## src/rtl/csu_pkg.sv

```systemverilog
package csu_pkg;
  localparam int CMD_W   = 16;
  localparam int OP_W    = 5;
  localparam int CAUSE_W = 8;
  localparam int WIN_W   = 3;

  localparam logic [OP_W-1:0] OP_GRESET = 5'h00;
  localparam logic [OP_W-1:0] OP_WINDOW = 5'h01;
  localparam logic [OP_W-1:0] OP_RX_OFF = 5'h03;
  localparam logic [OP_W-1:0] OP_RX_ON  = 5'h04;
  localparam logic [OP_W-1:0] OP_TX_ON  = 5'h09;
  localparam logic [OP_W-1:0] OP_TX_OFF = 5'h0A;
  localparam logic [OP_W-1:0] OP_RAISE  = 5'h0C;
  localparam logic [OP_W-1:0] OP_ACK    = 5'h0D;
  localparam logic [OP_W-1:0] OP_MASK   = 5'h0E;

  localparam int CAUSE_LATCH = 0;
  localparam int CAUSE_REQ   = 6;

  typedef struct packed {
    logic greset;
    logic window;
    logic rx_on;
    logic rx_off;
    logic tx_on;
    logic tx_off;
    logic raise;
    logic ack;
    logic mask;
  } action_t;
endpackage

```

## src/rtl/csu_decode.sv

```systemverilog
module csu_decode
  import csu_pkg::*;
(
  input  logic              valid,
  input  logic              busy,
  input  logic [CMD_W-1:0]  word,
  output logic              accept,
  output logic [OP_W-1:0]   opcode,
  output action_t           act
);
  assign accept = valid && !busy;
  assign opcode = word[CMD_W-1 -: OP_W];

  always_comb begin
    act        = '0;
    act.greset = accept && (opcode == OP_GRESET);
    act.window = accept && (opcode == OP_WINDOW);
    act.rx_on  = accept && (opcode == OP_RX_ON);
    act.rx_off = accept && (opcode == OP_RX_OFF);
    act.tx_on  = accept && (opcode == OP_TX_ON);
    act.tx_off = accept && (opcode == OP_TX_OFF);
    act.raise  = accept && (opcode == OP_RAISE);
    act.ack    = accept && (opcode == OP_ACK);
    act.mask   = accept && (opcode == OP_MASK);
  end
endmodule

```

## src/rtl/csu_busy_timer.sv

```systemverilog
module csu_busy_timer #(
  parameter int RESET_CYCLES = 1000
) (
  input  logic clk,
  input  logic rst,
  input  logic start,
  output logic busy
);
  localparam int CNT_W = $clog2(RESET_CYCLES + 1);
  localparam logic [CNT_W-1:0] LOAD = CNT_W'(RESET_CYCLES - 1);

  logic [CNT_W-1:0] remain;

  always_ff @(posedge clk) begin
    if (rst) begin
      busy   <= 1'b0;
      remain <= '0;
    end else if (start) begin
      busy   <= 1'b1;
      remain <= LOAD;
    end else if (busy) begin
      if (remain == '0) busy <= 1'b0;
      else              remain <= remain - 1'b1;
    end
  end
endmodule

```

## src/rtl/csu_cause_bank.sv

```systemverilog
module csu_cause_bank
  import csu_pkg::*;
(
  input  logic               clk,
  input  logic               rst,
  input  logic               clear_all,
  input  logic [CAUSE_W-1:0] events,
  input  logic               raise,
  input  logic               ack,
  input  logic [CAUSE_W-1:0] ack_bits,
  input  logic               load_mask,
  input  logic [CAUSE_W-1:0] mask_val,
  output logic [CAUSE_W-1:0] causes,
  output logic               irq
);
  localparam logic [CAUSE_W-1:0] EXT_OK =
    ~((CAUSE_W'(1) << CAUSE_LATCH) | (CAUSE_W'(1) << CAUSE_REQ));

  logic [CAUSE_W-1:0] mask_q, sets, sets_all, clr, cause_d, mask_d;
  logic               hit;

  always_comb begin
    sets     = (events & EXT_OK) | (raise ? (CAUSE_W'(1) << CAUSE_REQ) : '0);
    hit      = |(sets & mask_q);
    sets_all = sets | (hit ? (CAUSE_W'(1) << CAUSE_LATCH) : '0);
    clr      = ack ? ack_bits : '0;
    cause_d  = clear_all ? '0 : ((causes & ~clr) | sets_all);
    mask_d   = clear_all ? '0 : (load_mask ? mask_val : mask_q);
  end

  always_ff @(posedge clk) begin
    if (rst) begin
      causes <= '0;
      mask_q <= '0;
      irq    <= 1'b0;
    end else begin
      causes <= cause_d;
      mask_q <= mask_d;
      irq    <= |(cause_d & mask_d);
    end
  end
endmodule

```

## src/rtl/csu_top.sv

```systemverilog
module csu_top
  import csu_pkg::*;
#(
  parameter int RESET_CYCLES = 1000
) (
  input  logic        clk,
  input  logic        rst,
  input  logic        cmd_valid,
  input  logic [15:0] cmd_word,
  input  logic [7:0]  cause_in,
  output logic [15:0] status_word,
  output logic        irq,
  output logic        op_strobe,
  output logic [4:0]  op_code,
  output logic        rx_en,
  output logic        tx_en
);
  localparam int RSV_W = CMD_W - WIN_W - 1 - CAUSE_W;

  logic               busy, accept;
  logic [OP_W-1:0]    opcode;
  action_t            act;
  logic [WIN_W-1:0]   window_q;
  logic [CAUSE_W-1:0] causes;

  csu_decode u_dec (
    .valid (cmd_valid),
    .busy  (busy),
    .word  (cmd_word),
    .accept(accept),
    .opcode(opcode),
    .act   (act)
  );

  csu_busy_timer #(.RESET_CYCLES(RESET_CYCLES)) u_busy (
    .clk  (clk),
    .rst  (rst),
    .start(act.greset),
    .busy (busy)
  );

  csu_cause_bank u_cause (
    .clk      (clk),
    .rst      (rst),
    .clear_all(act.greset),
    .events   (busy ? '0 : cause_in),
    .raise    (act.raise),
    .ack      (act.ack),
    .ack_bits (cmd_word[CAUSE_W-1:0]),
    .load_mask(act.mask),
    .mask_val (cmd_word[CAUSE_W-1:0]),
    .causes   (causes),
    .irq      (irq)
  );

  always_ff @(posedge clk) begin
    if (rst) begin
      window_q  <= '0;
      rx_en     <= 1'b0;
      tx_en     <= 1'b0;
      op_strobe <= 1'b0;
      op_code   <= '0;
    end else begin
      op_strobe <= accept;
      if (accept) op_code <= opcode;
      if (act.greset) begin
        window_q <= '0;
        rx_en    <= 1'b0;
        tx_en    <= 1'b0;
      end else begin
        if (act.window) window_q <= cmd_word[WIN_W-1:0];
        if (act.rx_on)  rx_en <= 1'b1;
        if (act.rx_off) rx_en <= 1'b0;
        if (act.tx_on)  tx_en <= 1'b1;
        if (act.tx_off) tx_en <= 1'b0;
      end
    end
  end

  assign status_word = {window_q, busy, {RSV_W{1'b0}}, causes};
endmodule

```

## config.mk

```make
export PLATFORM = sky130hd
export DESIGN_NAME = csu_top
export DESIGN_NICKNAME = d
export VERILOG_FILES = /design/src/rtl/csu_pkg.sv /design/src/rtl/csu_decode.sv /design/src/rtl/csu_busy_timer.sv /design/src/rtl/csu_cause_bank.sv /design/src/rtl/csu_top.sv
export SDC_FILE = /design/constraint.sdc
export NUM_CORES = 1
export LEC_CHECK = 0
export BUFFER_PORTS_ARGS = -buffer_cell sky130_fd_sc_hd__buf_2
export CORE_MARGIN = 3
export CORE_UTILIZATION = 46
export DETAILED_ROUTE_END_ITERATION = 6
export HOLD_SLACK_MARGIN = 0.06
export PLACE_DENSITY_LB_ADDON = 0.2
export RECOVER_POWER = 50
export SLEW_MARGIN = 20
export SYNTH_ARGS = -nofsm -noshare
export SYNTH_HDL_FRONTEND = slang
export SYNTH_SLANG_ARGS = --single-unit
```

## constraint.sdc

```tcl
create_clock -name clk -period 1.9 [get_ports clk]
set_clock_uncertainty 0.15 [all_clocks]
set_input_delay 0.19 -clock clk [delete_from_list [all_inputs] [get_ports clk]]
set_output_delay 0.19 -clock clk [all_outputs]
set_load 0.005 [all_outputs]
```

==> summary.md, run 1 <==
| Metric | Value |
|---|---|
| Outcome | finished, violations left |
| Failing checks | setup timing |
| Post-DP HPWL | 3714 um |
| Final setup vio count | 17 |
| Pwr Total | 0.001615 W |
| Num CTS Buffers | 5 |
| Fin nets | 342 |
| Avg Cell Area, Syn | 8.338 um2 |
| Crit path buf inv count | 0 |
| Share of cells above drive strength 1 | 0.3450 |
| Pin count of the biggest net entering global routing | 19 |
| Core Box Area | 3826 um2 |
| First-pass GRT wire length | 8397 um |
| Commonest register cell after synthesis | dfxtp_1 |
| Clock sinks | 39 |
| Vias in the first global route | 1,834 |
| Post-synthesis register bit count | 39 |
| Largest buffer count on any clock path | 2 |
| GPL Wtd Cong | 0.9052 |
| Residual DRC | 0 |
| Starting Density | 0.4990 |
| CTS clk-pin slew, worst paths | 0.07 ns |
| Startpoint types | register |
| Type of the worst setup path | register to register |
| Chip Height | 70.43 um |
| Cells taking the most area after synthesis | dfxtp_1, a21oi_1, nor2_1 |
| Fin Setup TNS | -1.695 ns |
| HP Class | input port to register |
| Dpl cell area | 2461 um2 |
| Antenna cell count | 0 |
| All-Layer GR Usage | 0.2115 |
| CP required | 1.97 ns |
| Overall die width | 70.43 um |
| Share of synthesized flip-flops with an asynchronous set or reset | 0 |
| Initial antenna violation count | 0 |
| Yosys top cell by area | dfxtp_1 |
| Maximum achievable frequency | 0.4860 GHz |
| Worst vdd ir | 0.4265 mV |
| Fin crit share | 1.083 |
| Post-synth top cells | dfxtp_1, a21oi_1, nor2_1, nand2_1, and2_1 |
| Crit Path Max Fanout | 3 |
| 1st-iter DRT viols | 98 |
| Drt total wl | 5103 um |
| Crit-path cells | or4_4 > or3b_4 > or4b_1 > a31oi_1 |
| Setup WS pre-CTS | -0.1835 ns |
| Port bufs | 42 |
| Yosys cell types | 42 |
| Final Hold Viols | 0 |
| Crit-path leading delay family | simple AND/OR/NAND/NOR gates |
| Root buffer selected by CTS | clkbuf_8 |
| Syn Std Cell Area | 1909 um2 |
| CP Data Arrival Time | 2.12 ns |
| Top cell type's share of synthesized area | 0.4089 |
| Lkg Pwr | 1.130 nW |
| Rows | 22 |
| Global route overflow | 0 |
| CTS H-tree depth | 2 |
| Pre-antenna DRT Iters | 4 |
| I/O Pins | 52 |
| Crit-path slowest cell | or4_4 |
| Cell Pwr Density | 609.8 nW/um2 |
| Ys Warns | 0 |
| Minimum clock period | 2.058 ns |
| Most common cell in the netlist | dfxtp_1 |
| Slew Limit Fails | 0 |
| Die area | 4960 um2 |
| Final instance area | 2649 um2 |
| Slowest stage delay, CP | 0.53 ns |
| Crit end category | register |
| # Max-Cap Violations | 0 |
| DR vias | 1,921 |
| Clk_lat worst skew | 0.29 ns |
| Mapped Cells | 229 |
| Antenna violation net count after detailed routing | 0 |
| RSZ-0062 raised after global routing | true |
| Vias per cell | 5.321 |
| Area Overhead vs Synth | 38.73% |
| Avg WL per Cell | 14.14 um |
| CTS tree | yes |
| Post-synth EDFFs | 0 |
| Sequential share of the synthesized area | 0.4089 |
| Final Worst Setup Slack | -0.1576 ns |
-- layer usage --
metal  global-route usage  part of all wire  vias up
li1                     -                 -      971
met4              0.06596            0.0025        0
met5                    0                 0        -
met1               0.2623              0.44      889
met2               0.3545              0.50       59
met3              0.05612             0.054        2
-- path summary, 6_finish.rpt --
| kind | start | end | slack, ns | cells past startpoint |
|---|---|---|---|---|
| setup / recovery | u_busy.remain[6] | u_busy.remain[8] | -0.16 | 4 |
| hold reg to reg | op_code[3] | op_code[3] | 0.31 | 2 |
| setup reg to reg | u_busy.remain[6] | u_busy.remain[8] | -0.16 | 4 |
| hold / removal | rst | u_cause.mask_q[2] | 0.08 | 2 |
-- layout make-up --
type                    count  area (um2)
fillers                   315        1177
multi-input cells         172        1129
flip-flops and latches     39       783.3
repair buffers             92       589.3
clock buffers               6       72.57
well taps                  48       60.06
inverters                   4       15.01
-- per-stage QoR --
| stage | utilization | cells | hold slack (ns) |
|---|---|---|---|
| floorplan | - | 232 | 0.1760 |
| finish | 0.6923 | 361 | 0.07756 |
| detailed placement | 0.6432 | 349 | 0.2956 |
| CTS | 0.6750 | 359 | 0.06195 |
| global route | 0.6923 | 361 | 0.08000 |
| global placement | 0.6432 | 349 | 0.2920 |
-- kinds of logic after synthesis --
family,synth area share
xor gates and xnor gates,0.03211
other,0.001964
AOI/OAI and AO/OA,0.1986
adders and majority gates,0.006552
muxes,0.02097
DFF,0.4089
and+or+nand+nor,0.2733
buffers and inverters,0.05766
-- repair_timing --
action / CTS / global route
endpoints found under the setup margin: 22 / 22
pin swaps: 0 / 3
gates resized for setup: 2 / 11
endpoints found under the hold margin: 4 / 0
hold buffers: 4 / 0
buffers inserted: 0 / 1
gates cloned: 0 / 1
-- placed cells by master, fill, tap and decap left out, types with 5 or more instances in the layout --
cell / instances
buf_2: 37
and2_1: 11
dfxtp_1: 37
a221oi_2: 5
nor2b_1: 10
clkbuf_8: 5
nand2_1: 18
nor3_1: 8
xnor2_1: 6
nor2_1: 27
buf_4: 44
nand4_1: 6
clkbuf_1: 7
a21oi_1: 29
-- report_power, final --
group / switching [W] / internal, W
combinational: 0.000129 / 0.000121
clock: 0.000265 / 0.000244
sequential: 0.0000133 / 0.000842
total: 0.000408 / 0.00121
-- registers in the layout (all words and copies together), names as in the netlist --
name	cells
op_code	5
op_strobe	1
rx_en	1
tx_en	1
u_busy.busy	1
u_busy.remain	10
u_cause.causes	8
u_cause.irq	1
u_cause.mask_q	8
window_q	3
(Power assumes the default switching activity.)
==> run 2: changes to the inputs <==
Settings changed: ABC_AREA set to 1, CORE_ASPECT_RATIO set to 1.4.
==> summary.md, run 2 <==
| Metric | Value |
|---|---|
| Post-synth top cells | nand2_1, nor2_1, dfxtp_1, inv_1, a21oi_1 (was dfxtp_1, a21oi_1, nor2_1, nand2_1, and2_1) |
| Logic pwr share | 0.115 (was 0.155) |
| Vias per cell | 5.143 (was 5.321) |
| Avg Cell Area, Syn | 6.882 um2 (was 8.338 um2) |
| Avg WL per Cell | 12.29 um (was 14.14 um) |
| Placed insts | 369 (was 349) |
| Dpl cell area | 2210 um2 (was 2461 um2) |
| Overall die width | 61.09 um (was 70.43 um) |
| Crit Path Max Fanout | 15 (was 3) |
| Share of synthesized flip-flops with an asynchronous set or reset | 0 (unchanged) |
| Final Hold Viols | 0 (unchanged) |
| Cell Pwr Density | 732.5 nW/um2 (was 609.8 nW/um2) |
| Crit-path slowest cell | dfxtp_1 (was or4_4) |
| Starting Density | 0.4861 (was 0.4990) |
| Number of flip-flops under the largest register name | 10 (unchanged) |
| Post-synth EDFFs | 0 (unchanged) |
| Root buffer selected by CTS | clkbuf_8 (unchanged) |
| Yosys cell types | 33 (was 42) |
| Final setup vio count | 0 (was 17) |
| Worst vdd ir | 0.4949 mV (was 0.4265 mV) |
| Worst Min Path Start | cmd_word[15] (was rst) |
| GPL Wtd Cong | 0.8591 (was 0.9052) |
| CTS H-tree depth | 2 (unchanged) |
| Maximum achievable frequency | 0.5780 GHz (was 0.4860 GHz) |
| Rows | 27 (was 22) |
| Clock network power share | 0.408 (was 0.315) |
| Minimum clock period | 1.730 ns (was 2.058 ns) |
| Worst Setup SP | u_busy.busy (was u_busy.remain[6]) |
| Residual DRC | 0 (unchanged) |
| Fill cells | 403 (was 315) |
| Flop pwr share | 0.477 (was 0.530) |
| Outcome | finished clean (was finished, violations left) |
| Final Worst Setup Slack | 0.1698 ns (was -0.1576 ns) |
| Biggest register | u_busy.remain (unchanged) |
| Fin Setup TNS | 0 ns (was -1.695 ns) |
| Post-DP HPWL | 3494 um (was 3714 um) |
| Fin crit share | 0.9106 (was 1.083) |
| HP Class | input port to register (unchanged) |
| Sequential share of the synthesized area | 0.3995 (was 0.4089) |
| Ys Warns | 0 (unchanged) |
| Area Overhead vs Synth | 25.22% (was 38.73%) |
| Die area | 5078 um2 (was 4960 um2) |
| Most common cell in the netlist | nand2_1 (was dfxtp_1) |
| Worst R2R Start | u_busy.busy (was u_busy.remain[6]) |
| Global route overflow | 0 (unchanged) |
| Initial antenna violation count | 0 (unchanged) |
| Chip Height | 83.13 um (was 70.43 um) |
| Syn Std Cell Area | 1954 um2 (was 1909 um2) |
| Type of the worst setup path | register to register (unchanged) |
| Most frequent cells in the layout | nand2_1, dfxtp_1, nor2_1, inv_1, buf_2 (was buf_4, buf_2, dfxtp_1, a21oi_1, nor2_1) |
| Pin count of the biggest net entering global routing | 16 (was 19) |
| CP required | 1.94 ns (was 1.97 ns) |
| Largest buffer count on any clock path | 2 (unchanged) |
| Seq. cell area | 780.7 um2 (was 783.3 um2) |
| Pre-antenna DRT Iters | 4 (unchanged) |
| Antenna violation net count after detailed routing | 0 (unchanged) |
| Setup WS pre-CTS | 0.1647 ns (was -0.1835 ns) |
| # Max-Cap Violations | 0 (unchanged) |
| Num CTS Buffers | 5 (unchanged) |
| CTS clk-pin slew, worst paths | 0.08 ns (was 0.07 ns) |
| Final instance area | 2447 um2 (was 2649 um2) |
| Biggest regs | u_busy.remain: 10 flops, u_cause.causes: 8 flops, u_cause.mask_q: 8 flops (unchanged) |
| Switching share of power | 0.2438 (was 0.2523) |
| CTS tree | yes (unchanged) |
| Port bufs | 42 (unchanged) |
| Commonest register cell after synthesis | dfxtp_1 (unchanged) |
| Multi-input gate area | 982.2 um2 (was 1129 um2) |
| Commonest non-fill, non-tap cell in the layout | nand2_1 (was buf_4) |
| I/O Pins | 52 (unchanged) |
| Crit-path cells | inv_2 > nand2_4 > nor2_8 > nand3_4 > inv_1 > nor2_4 > inv_2 > a31oi_1 > o21a_1 (was or4_4 > or3b_4 > or4b_1 > a31oi_1) |
| Lkg Pwr | 1.271 nW (was 1.130 nW) |
| Post-synthesis register bit count | 39 (unchanged) |
| CP Data Arrival Time | 1.77 ns (was 2.12 ns) |
| Vias in the first global route | 1,885 (was 1,834) |
| RSZ-0062 raised after global routing | false (was true) |
| Drt total wl | 4804 um (was 5103 um) |
| Clock sinks | 39 (unchanged) |
| Startpoint types | register (unchanged) |
| Most used cell, CP | inv_2 |
| First-pass GRT wire length | 8059 um (was 8397 um) |
| 1st-iter DRT viols | 90 (was 98) |
| Mapped Cells | 284 (was 229) |
| All-Layer GR Usage | 0.2044 (was 0.2115) |
| Clk_lat worst skew | 0.29 ns (about the same) |
| Share of cells above drive strength 1 | 0.1810 (was 0.3450) |
| Post-route insts no fill | 391 (was 361) |
| Slew Limit Fails | 0 (unchanged) |
| Core Box Area | 4020 um2 (was 3826 um2) |
| Yosys top cell by area | dfxtp_1 (unchanged) |
| Crit end category | register (unchanged) |
| DR vias | 2,011 (was 1,921) |
| Psw | 0.0004370 W (was 0.0004075 W) |
| Slowest stage delay, CP | 0.33 ns (was 0.53 ns) |
| Cells taking the most area after synthesis | dfxtp_1, nand2_1, nor2_1 (was dfxtp_1, a21oi_1, nor2_1) |
| Crit-path leading delay family | simple AND/OR/NAND/NOR gates (unchanged) |
| Antenna cell count | 0 (unchanged) |
| Fin nets | 375 (was 342) |
| Crit path buf inv count | 3 (was 0) |
| Internal Power | 0.001356 W (was 0.001208 W) |
| Worst hold margin | 0.07636 ns (was 0.07756 ns) |
| Top cell type's share of synthesized area | 0.3995 (was 0.4089) |
-- run 2: kinds of logic after synthesis --
family,synth area share
AO/OA/AOI/OAI,0.1434
adder cells (fa/ha/maj),0.006401
buffers and inverters,0.1063
flip-flops,0.3995
other,0.001919
AND/OR/NAND/NOR,0.3425
-- run 2: power groups by stage --
stage	registers, W	logic, W	clock network (W)
6_report	0.000855	0.000206	0.000731
5_1_grt	0.000859	0.000234	0.000773
3_5_place_dp	0.000874	0.000188	0
4_1_cts	0.000855	0.000208	0.000744
3_3_place_gp	0.000874	0.000186	0
2_1_floorplan	0.000876	0.000112	0
-- run 2: cell type report --
class                   instances  share of cell area
flip-flops and latches         39              0.3190
clock buffers                   6             0.03374
clock inverters                 2             0.01431
multi-input cells             203              0.4013
repair buffers                 64              0.1575
inverters                      34             0.05215
well taps                      43             0.02198
-- run 2: metrics by stage --
step | power, W | utilization
2_1_floorplan | 0.0009883 | -
3_3_place_gp | 0.001060 | 0.5496
3_5_place_dp | 0.001063 | 0.5496
4_1_cts | 0.001806 | 0.6088
5_1_grt | 0.001865 | 0.6088
6_report | 0.001793 | 0.6088
-- run 2: final timing paths --
check | depth (start not counted) | slack, ns | to
worst max-delay path | 9 | 0.17 | u_busy.remain[4]
worst min-delay path | 3 | 0.08 | op_code[4]
worst max register to register | 9 | 0.17 | u_busy.remain[4]
worst min register to register | 2 | 0.31 | op_code[3]
-- run 2: worst min-delay path, delay by kind of cell --
family                 cells  cell delay [ns]
buffers and inverters      1             0.14
and+or+nand+nor            2             0.15
-- run 2: what timing repair did --
action,CTS,global route
endpoints found under the setup margin,0,4
resized for setup,0,3
buffers inserted,0,2
hold buffers,12,0
endpoints found under the hold margin,12,0
-- run 2: routing by layer --
metal  track usage  vias up  routed length [um]
met5             0        -                   0
met4       0.09073        0                 110
met3       0.04199       10                 188
met2        0.3584       49                2554
met1        0.2231      915                1950
li1              -     1037                   -
==> run 3: changes to the inputs <==
Settings changed: GPL_TIMING_DRIVEN set to 0.
==> summary.md, run 3 (synthesis gave the netlist of run 2 again) <==
| Metric | Value |
|---|---|
| Slew Limit Fails | 0 (unchanged) |
| Internal Power | 0.001266 W (was 0.001356 W) |
| R2R Setup Slk | 0.12 ns (was 0.17 ns) |
| Port bufs | 42 (unchanged) |
| Maximum achievable frequency | 0.5602 GHz (was 0.5780 GHz) |
| I/O Pins | 52 (unchanged) |
| Core Box Area | 4020 um2 (unchanged) |
| Drt total wl | 4925 um (was 4804 um) |
| Pre-antenna DRT Iters | 4 (unchanged) |
| Worst vdd ir | 0.4165 mV (was 0.4949 mV) |
| Busiest grt layer | met2 (unchanged) |
| Number of flip-flops under the largest register name | 10 (unchanged) |
| Commonest non-fill, non-tap cell in the layout | nand2_1 (unchanged) |
| GPL Wtd Cong | 0.8901 (was 0.8591) |
| CTS clk-pin slew, worst paths | 0.08 ns (about the same) |
| Met3 Use GR | 0.04199 (unchanged) |
| Area Overhead vs Synth | 25.74% (was 25.22%) |
| Chip Height | 83.13 um (unchanged) |
| Type of the worst setup path | register to register (unchanged) |
| Avg WL per Cell | 12.53 um (was 12.29 um) |
| Switching share of power | 0.2533 (was 0.2438) |
| Logic pwr share | 0.125 (was 0.115) |
| Slew Limit Headroom | 0.6521 |
| Overall die width | 61.09 um (unchanged) |
| Psw | 0.0004294 W (was 0.0004370 W) |
| Worst-margin pin slew | 0.5219 ns |
| Biggest regs | u_busy.remain: 10 flops, u_cause.causes: 8 flops, u_cause.mask_q: 8 flops (unchanged) |
| Post-route insts no fill | 393 (was 391) |
| HP Class | input port to register (unchanged) |
| Fin crit share | 0.9394 (was 0.9106) |
| Final setup vio count | 0 (unchanged) |
| First-pass GRT wire length | 8404 um (was 8059 um) |
| Largest buffer count on any clock path | 2 (unchanged) |
| DR vias | 2,005 (was 2,011) |
| Final instance area | 2457 um2 (was 2447 um2) |
| Clock network power share | 0.370 (was 0.408) |
| Dpl cell area | 2230 um2 (was 2210 um2) |
| Root buffer selected by CTS | clkbuf_8 (unchanged) |
| CTS tree | yes (unchanged) |
| Share of cells above drive strength 1 | 0.1971 (was 0.1810) |
| Crit end category | register (unchanged) |
| # Max-Cap Violations | 0 (unchanged) |
| Antenna cell count | 0 (unchanged) |
| Residual DRC | 0 (unchanged) |
| Die area | 5078 um2 (unchanged) |
| Post-DP HPWL | 3541 um (was 3494 um) |
| RSZ-0062 raised after global routing | true (was false) |
| Rows | 27 (unchanged) |
| Lkg Pwr | 1.287 nW (was 1.271 nW) |
| Vias per cell | 5.102 (was 5.143) |
| Worst hold margin | 0.08738 ns (was 0.07636 ns) |
| Pin count of the biggest net entering global routing | 12 (was 16) |
| Initial antenna violation count | 0 (unchanged) |
| CP required | 1.93 ns (was 1.94 ns) |
| 1st-iter DRT viols | 63 (was 90) |
| Most frequent cells in the layout | nand2_1, nor2_1, dfxtp_1, buf_2, inv_1 (was nand2_1, dfxtp_1, nor2_1, inv_1, buf_2) |
| Antenna violation net count after detailed routing | 0 (unchanged) |
| Clock sinks | 39 (unchanged) |
| M2 GR Usage | 0.3555 (was 0.3584) |
| Outcome | finished clean (unchanged) |
| Startpoint types | register (unchanged) |
| Global Route met1 Usage | 0.2539 (was 0.2231) |
| Fill cells | 407 (was 403) |
| Util after Layout | 0.6113 (was 0.6088) |
| CP Data Arrival Time | 1.82 ns (was 1.77 ns) |
| Final Hold Viols | 0 (unchanged) |
| Fin nets | 377 (was 375) |
| Crit Path Max Fanout | 9 (was 15) |
| Vias in the first global route | 1,889 (was 1,885) |
| Flop pwr share | 0.505 (was 0.477) |
| Clk_lat worst skew | 0.29 ns (about the same) |
| All-Layer GR Usage | 0.2131 (was 0.2044) |
| Starting Density | 0.4861 (unchanged) |
| Fin Setup TNS | 0 ns (unchanged) |
| CTS H-tree depth | 2 (unchanged) |
| Biggest register | u_busy.remain (unchanged) |
| Global route overflow | 0 (unchanged) |
| Cell Pwr Density | 689.9 nW/um2 (was 732.5 nW/um2) |
| Num CTS Buffers | 5 (unchanged) |
| Placed insts | 372 (was 369) |
| Minimum clock period | 1.785 ns (was 1.730 ns) |
## run 3: changes by cell type in the layout (fill, tap and decap cells not counted), sizes merged
cell / previous run / this run
buf: 40 / 46
clkinv: 1 / 0
bufinv: 1 / 0
clkbuf: 18 / 16
## run 3: stage by stage
step	setup WS, ns	power (W)
CTS	0.02843	0.001699
global placement	0.05874	0.001064
detailed placement	0.05663	0.001066
floorplan	0.3663	0.0009883
finish	0.1151	0.001695
global route	-0.05119	0.001767
## run 3: critical path, cell delays in order (launching register included)
cell,delay [ns]
dfxtp_1,0.37
inv_2,0.13
nand2_4,0.10
nor2_8,0.17
nand2_2,0.15
o21ai_0,0.25
nand2_1,0.08
nand2_1,0.07
nand2_1,0.06
nor2_1,0.10
a21oi_1,0.06
## run 3: area by class of cell
class / instances / area [um2] / share of cell area
timing repair buffer: 55 / 330.3 / 0.1344
clock buffer: 8 / 100.1 / 0.04073
tap: 43 / 53.80 / 0.02189
inverter: 34 / 127.6 / 0.05193
sequential: 39 / 780.7 / 0.3177
multi-input combinational: 203 / 983.4 / 0.4002
buffer: 11 / 81.33 / 0.03310
## run 3: worst paths after layout
check	start	end	cells after the start
min reg2reg	op_code[2]	op_code[2]	2
min	cmd_word[13]	op_code[2]	3
max reg2reg	u_busy.busy	u_cause.irq	10
max	u_busy.busy	u_cause.irq	10
## run 3: power by group through the flow
stage	sequential (W)	combinational (W)	clock [W]
floorplan	0.000876	0.000112	0
global placement	0.000874	0.000190	0
detailed placement	0.000875	0.000191	0
CTS	0.000855	0.000211	0.000633
global route	0.000859	0.000239	0.000669
finish	0.000856	0.000212	0.000628
## run 3: what timing repair did
| action | 4_1_cts | 5_1_grt |
|---|---|---|
| hold buffers | 12 | 0 |
| buffers inserted | 0 | 1 |
| endpoints found under the hold margin | 12 | 0 |
| gates resized for setup | 0 | 7 |
| endpoints found under the setup margin | 0 | 12 |
## run 3: per-layer routing
layer | routed length (um) | vias up
met3 | 203 | 17
met1 | 2049 | 893
met4 | 154 | 0
li1 | - | 1042
met5 | 0 | -
met2 | 2517 | 53
